`config.mk`:
```
export PLATFORM = sky130hd
export DESIGN_NAME = pc_opnd_steer
export DESIGN_NICKNAME = d
export VERILOG_FILES = /design/src/rtl/steer_pkg.sv /design/src/rtl/alu_opnd_sel.sv /design/src/rtl/pc_next_sel.sv /design/src/rtl/pc_reg.sv /design/src/rtl/pc_opnd_steer.sv
export SDC_FILE = /design/constraint.sdc
export NUM_CORES = 1
export LEC_CHECK = 0
export ABC_CLOCK_PERIOD_IN_PS = 1800
export BUFFER_PORTS_ARGS = -buffer_cell sky130_fd_sc_hd__buf_2
export CORE_ASPECT_RATIO = 0.6
export CORE_MARGIN = 1
export CORE_UTILIZATION = 30
export CTS_BUF_LIST = sky130_fd_sc_hd__clkbuf_16
export DETAILED_ROUTE_END_ITERATION = 12
export PLACE_DENSITY_LB_ADDON = 0.05
export SYNTH_ARGS = -nofsm -noshare
export SYNTH_HDL_FRONTEND = slang
export SYNTH_HIERARCHICAL = 1
export SYNTH_SLANG_ARGS = --single-unit
```
`constraint.sdc`:
```
create_clock -name clk -period 1.8 [get_ports clk]
set_clock_uncertainty 0.05 [all_clocks]
set_input_delay 0.36 -clock clk [delete_from_list [all_inputs] [get_ports clk]]
set_output_delay 0.36 -clock clk [all_outputs]
set_load 0.02 [all_outputs]
```
`src/rtl/steer_pkg.sv`:
```
package steer_pkg;
    typedef enum logic [1:0] {
        OPB_REG      = 2'b00,
        OPB_STEP     = 2'b01,
        OPB_IMM      = 2'b10,
        OPB_IMM_WORD = 2'b11
    } opb_sel_e;

    typedef enum logic [1:0] {
        NPC_ALU  = 2'b00,
        NPC_HELD = 2'b01,
        NPC_JUMP = 2'b10,
        NPC_NONE = 2'b11
    } npc_sel_e;
endpackage

```
`src/rtl/alu_opnd_sel.sv`:
```
module alu_opnd_sel
    import steer_pkg::*;
#(
    parameter int XLEN  = 32,
    parameter int IMM_W = 16,
    parameter int STEP  = 4
) (
    input  logic            srca_sel,
    input  opb_sel_e        srcb_sel,
    input  logic [XLEN-1:0] pc,
    input  logic [XLEN-1:0] buf_a,
    input  logic [XLEN-1:0] buf_b,
    input  logic [IMM_W-1:0] imm,
    output logic [XLEN-1:0] opnd_a,
    output logic [XLEN-1:0] opnd_b
);
    localparam int FILL_W = XLEN - IMM_W;

    logic [XLEN-1:0] imm_ext;

    generate
        if (FILL_W > 0) begin : g_extend
            assign imm_ext = {{FILL_W{imm[IMM_W-1]}}, imm};
        end else begin : g_direct
            assign imm_ext = imm[XLEN-1:0];
        end
    endgenerate

    always_comb begin
        opnd_a = srca_sel ? buf_a : pc;
    end

    always_comb begin
        unique case (srcb_sel)
            OPB_REG:      opnd_b = buf_b;
            OPB_STEP:     opnd_b = XLEN'(STEP);
            OPB_IMM:      opnd_b = imm_ext;
            OPB_IMM_WORD: opnd_b = {imm_ext[XLEN-3:0], 2'b00};
            default:      opnd_b = buf_b;
        endcase
    end

    always_comb begin
        if (srcb_sel == OPB_IMM_WORD)
            assert_word_align_R2: assert (opnd_b[1:0] == 2'b00);
    end
endmodule

```
`src/rtl/pc_next_sel.sv`:
```
module pc_next_sel
    import steer_pkg::*;
#(
    parameter int XLEN   = 32,
    parameter int JTGT_W = 26
) (
    input  npc_sel_e          sel,
    input  logic [XLEN-1:0]   pc,
    input  logic [XLEN-1:0]   alu_result,
    input  logic [XLEN-1:0]   alu_out_reg,
    input  logic [JTGT_W-1:0] jfield,
    output logic [XLEN-1:0]   npc
);
    localparam int HI_W = XLEN - JTGT_W - 2;

    logic [XLEN-1:0] jump_tgt;

    assign jump_tgt = {pc[XLEN-1 -: HI_W], jfield, 2'b00};

    always_comb begin
        unique case (sel)
            NPC_ALU:  npc = alu_result;
            NPC_HELD: npc = alu_out_reg;
            NPC_JUMP: npc = jump_tgt;
            NPC_NONE: npc = pc;
            default:  npc = pc;
        endcase
    end
endmodule

```
`src/rtl/pc_reg.sv`:
```
module pc_reg #(
    parameter int              XLEN     = 32,
    parameter logic [XLEN-1:0] RESET_PC = '0
) (
    input  logic            clk,
    input  logic            rst,
    input  logic            we,
    input  logic            we_cond,
    input  logic            zero,
    input  logic [XLEN-1:0] npc,
    output logic [XLEN-1:0] pc,
    output logic            load
);
    assign load = we | (we_cond & zero);

    always_ff @(posedge clk) begin
        if (rst)
            pc <= RESET_PC;
        else if (load)
            pc <= npc;
    end

    assert_reset_value_R10: assert property (@(posedge clk)
        rst |=> pc == RESET_PC);

    assert_hold_no_load_R9: assert property (@(posedge clk) disable iff (rst)
        !load |=> $stable(pc));

    assert_cond_blocked_R8: assert property (@(posedge clk) disable iff (rst)
        (we_cond && !zero && !we) |=> $stable(pc));
endmodule

```
`src/rtl/pc_opnd_steer.sv`:
```
module pc_opnd_steer
    import steer_pkg::*;
#(
    parameter int              XLEN     = 32,
    parameter int              IMM_W    = 16,
    parameter int              JTGT_W   = 26,
    parameter int              STEP     = 4,
    parameter logic [XLEN-1:0] RESET_PC = '0
) (
    input  logic              clk,
    input  logic              rst,
    input  logic              srca_sel,
    input  logic [1:0]        srcb_sel,
    input  logic [1:0]        pc_src,
    input  logic              pc_we,
    input  logic              pc_we_cond,
    input  logic              alu_zero,
    input  logic [XLEN-1:0]   buf_a,
    input  logic [XLEN-1:0]   buf_b,
    input  logic [JTGT_W-1:0] ir_field,
    input  logic [XLEN-1:0]   alu_result,
    input  logic [XLEN-1:0]   alu_out_reg,
    output logic [XLEN-1:0]   opnd_a,
    output logic [XLEN-1:0]   opnd_b,
    output logic [XLEN-1:0]   pc,
    output logic              pc_load
);
    localparam int HI_W = XLEN - JTGT_W - 2;

    logic [XLEN-1:0] npc;

    alu_opnd_sel #(.XLEN(XLEN), .IMM_W(IMM_W), .STEP(STEP)) u_opnd (
        .srca_sel (srca_sel),
        .srcb_sel (opb_sel_e'(srcb_sel)),
        .pc       (pc),
        .buf_a    (buf_a),
        .buf_b    (buf_b),
        .imm      (ir_field[IMM_W-1:0]),
        .opnd_a   (opnd_a),
        .opnd_b   (opnd_b)
    );

    pc_next_sel #(.XLEN(XLEN), .JTGT_W(JTGT_W)) u_npc (
        .sel         (npc_sel_e'(pc_src)),
        .pc          (pc),
        .alu_result  (alu_result),
        .alu_out_reg (alu_out_reg),
        .jfield      (ir_field),
        .npc         (npc)
    );

    pc_reg #(.XLEN(XLEN), .RESET_PC(RESET_PC)) u_pc (
        .clk     (clk),
        .rst     (rst),
        .we      (pc_we),
        .we_cond (pc_we_cond),
        .zero    (alu_zero),
        .npc     (npc),
        .pc      (pc),
        .load    (pc_load)
    );

    assert_opa_pc_R1: assert property (@(posedge clk) disable iff (rst)
        !srca_sel |-> opnd_a == pc);

    assert_step_const_R2: assert property (@(posedge clk) disable iff (rst)
        srcb_sel == 2'b01 |-> opnd_b == XLEN'(STEP));

    assert_alu_load_R4: assert property (@(posedge clk) disable iff (rst)
        (pc_load && pc_src == 2'b00) |=> pc == $past(alu_result));

    assert_jump_splice_R6: assert property (@(posedge clk) disable iff (rst)
        (pc_load && pc_src == 2'b10) |=>
            (pc[XLEN-1 -: HI_W] == $past(pc[XLEN-1 -: HI_W]) && pc[1:0] == 2'b00));

    assert_unused_code_R7: assert property (@(posedge clk) disable iff (rst)
        pc_src == 2'b11 |=> $stable(pc));
endmodule

```
==> run summary <==
The cell taking the most area after synthesis is dfxtp_1. The met2 layer usage reported by global route came out at around a third. Leaving out filler cells and counting taps, the final layout contains roughly 690. Yosys instantiated no cell more often than nand2b_1. The port buffer count is 260.

The ratio of cells with drive above 1 in the final layout is 61.7%. The area of the core region is around 0.010 mm^2. Entering global routing, the biggest net connects 33 pins.

By area, the combinational part of the netlist is dominated by multiplexers. The endpoint identified for the worst register-to-register timing path is u_pc/pc[10]. Yosys printed 6 warnings. The total count of max-transition violations in the final report came out at 0. In the global route stage, met1 resource usage came out at 23.2%.

After legalization and detailed placement, the total HPWL measured 8.35 mm. The total of max-cap violations is 0. In this run the count of I/O pins placed on the die edge is roughly 260. The count of routing violations after the opening detailed-route iteration is 110. The via density per instance is 4.72.

The area growth from synthesis to layout is 47.5%. In the routed design, unresolved DRC markers number 0. The synthesized area per cell is 10.5 um^2.

The largest vdd supply drop came out at 0.327 mV. In the final timing run, aggregate negative setup slack is 0 ns. The filler cells instantiated in the layout total 1026. For this run, global-route usage on met3 was measured as 3.58%. Setup repair after global routing left no endpoint under its margin. The final routed wirelength across all metal layers came out at 10.2 mm. The total routing resource utilization after global routing came out at 17.8%.

The clock slew seen by the registers of the worst setup and hold paths came out at approximately 0.050 ns. The flip-flop and latch area came out at 641 um^2. The shortest period the worst path allows came out at 1.67 ns. The number of cells on the worst hold path came out at 3. The transition at the pin with the smallest max-transition slack came out at 0.326 ns.

In this run the remaining antenna-violating nets after routing total 0. The share of synthesized flip-flops with an asynchronous set or reset came out at 0%. The count of distinct cell types in the synthesized netlist came out at 25. The layout net count came out at 717. Ranked by total cell area, the synthesized netlist is headed by dfxtp_1 20%, mux4_2 18%, mux2i_1 16%. The synthesized-area fraction occupied by and/or/nand/nor cells is 16.2%. Measured in cells, the most critical reg-to-reg path has a length of 3. The length of the first detailed-routing pass in iterations is 4. The synthesized netlist devotes 0% of its cell area to adder and majority cells. After layout, the worst path uses just over 90% of the clock period. At the worst endpoint, the arrival time is 1.26 ns. Data on the critical path is required at its endpoint by 1.39 ns. The sink count of the clock tree came out at 32. The remaining max-slew budget at the tightest pin is between 70% and 80%. The CTS buffer count is 5. After clock tree synthesis, the flow added hold-fix buffers numbering 0. The total setup buffers inserted after CTS is 0. The run finished with clean final reports.

The beginning of the worst hold path is pc_we. The number of placed instances with taps included is 681. The kind of path behind the tightest hold check is input port to flop.

The critical path class is input port to primary output. The leftover overflow at the end of global routing is 0. The count of flip-flops with a built-in enable after synthesis is 0. The row count came out at 28. Derived from the worst setup path, the maximum achievable clock frequency is 599 MHz. The complex-gate fraction of the synthesized area is under 10%. The combined area of all synthesized cells is 0.00318 mm^2. The cell count after synthesis came out at 303. For this run, the leading register cell type out of synthesis is dfxtp_1. The number of antenna violations at the first check in global routing is 0. In this run, post-CTS repair resized a total of 0 instances. The static leakage came out at between 2 and 2.5 nW. Summing over every cut layer, the via total after detailed routing is between 3000 and 4000.

The total inserted antenna cells came out at 0. The path with the worst hold slack has its endpoint at u_pc/pc[28]. The total area of multi-input combinational cells is 0.00227 mm^2. The horizontal die dimension is between 100 and 150 um.

The via count of the first global-routing pass is 2985. The initial utilization of the core area, before any placement, comes to 31.6%. The synthesized net count is 467. The number of flip-flops and latches in the synthesized netlist came out at 32. Across all register-to-register paths, the minimum setup slack is 0.63 ns.

The maximum number of buffers from clock root to sink is 2. The share of the Yosys chip area taken by registers is 20.1%. The startpoint type of the worst setup path is an input port.

The die height came out at 81.8 um. The routability congestion estimate is 0.799. The clock reaches the later pin of the worst-skew pair after ~0.27 ns. Measured against the total synthesized area, the mux share comes to between 40% and 50%. TritonCTS built the clock tree. The launching point of the worst reg2reg path is u_pc/pc[10]. The layer with the highest usage is met2. The total setup violations reported at the end of the flow came out at 0. The first global-routing pass estimated 15.3 mm of wire. After synthesis, the largest area contributor takes up 20.1% of total cell area. The die covers 0.0110 mm^2. The number of flip-flops under the largest register name came out at 32. The post-synthesis share of cell area spent on xor and xnor gates is 0%. CTS placed an instance of clkbuf_16 at the clock tree root. The number of failing hold endpoints at the final stage was 0. The number of H-tree branching levels is 2. The ratio of total power to cell area is 593 mW/mm^2. The worst setup path is captured at a primary output. After synthesis, the most frequently instantiated cells are 64 x nand2b_1, 52 x mux2i_1, 32 x dfxtp_1, 32 x mux2_2, 25 x mux4_2.

The wire length per cell after detailed routing is 14.9 um. The largest fanout on the critical path is 15.
==> layout make-up <==
cell class | instances | area share, %
repair buffers | 275 | 31.4
inverters | 1 | 0.0799
clock buffers | 5 | 2.66
clock inverters | 3 | 0.293
well taps | 135 | 3.60
multi-input cells | 238 | 48.3
flip-flops and latches | 32 | 13.6
==> metal layers <==
metal,vias up,routed length [um],part of all wire [%]
li1,1607,-,-
met1,1502,4630,45
met2,132,4850,47
met3,9,681,6.7
met4,0,71,0.69
met5,-,0,0
==> layout by cell type, fill, tap and decap left out <==
master	netlist	final
mux4_2	25	25
dfxtp_1	32	32
nor2_1	3	3
buf_12	2	5
mux2_2	32	32
clkbuf_16	0	5
nand2b_1	64	64
clkinv_1	0	1
a21oi_4	1	1
a22o_1	2	2
nor2_4	0	1
inv_1	1	1
mux2i_1	52	52
mux4_1	1	1
nand2_1	5	5
o21ai_0	18	18
mux2_1	3	3
nand3_1	14	14
o22a_1	1	1
buf_4	1	10
clkinv_2	0	2
buf_2	7	260
a21o_1	15	15
and2_4	1	1
==> worst max-delay path, stage by stage <==
cell    delay (ns)
buf_2         0.19
buf_4         0.20
and2_4        0.25
a21o_1        0.11
buf_2         0.15
==> power by group <==
part / switching, mW / internal (mW)
Combinational: 0.584 / 0.563
Sequential: 0.0629 / 0.768
Clock: 0.307 / 0.502
==> cells by family after synthesis <==
family / count (synthesis)
AOI/OAI and AO/OA: 37
buffers and inverters: 33
DFF: 32
muxes: 113
and+or+nand+nor: 88
==> per-stage QoR <==
step | worst slack (ns) | utilization, % | area (um^2) | total power, mW | hold WS, ns
final | 0.130 | 46.6 | 4700 | 2.79 | 0.372
after global routing | 0.0678 | 46.6 | 4700 | 2.98 | 0.387
after CTS | 0.101 | 46.5 | 4690 | 2.85 | 0.371
after detailed placement | 0.101 | 45.1 | 4550 | 2.00 | 0.449
after global placement | 0.147 | 45.1 | 4550 | 1.99 | 0.441
after floorplan | 0.180 | - | 3180 | 1.57 | 0.515
==> worst max-delay path by stage <==
stage	start	to	slack (ns)
floorplan	srcb_sel[1]	opnd_b[10]	0.18
global placement	srcb_sel[1]	opnd_b[23]	0.15
detailed placement	srcb_sel[1]	opnd_b[29]	0.10
CTS	srcb_sel[1]	opnd_b[29]	0.10
global route	srcb_sel[1]	opnd_b[20]	0.07
finish	srcb_sel[1]	opnd_b[20]	0.13
Power figures use the tool's default switching activity.
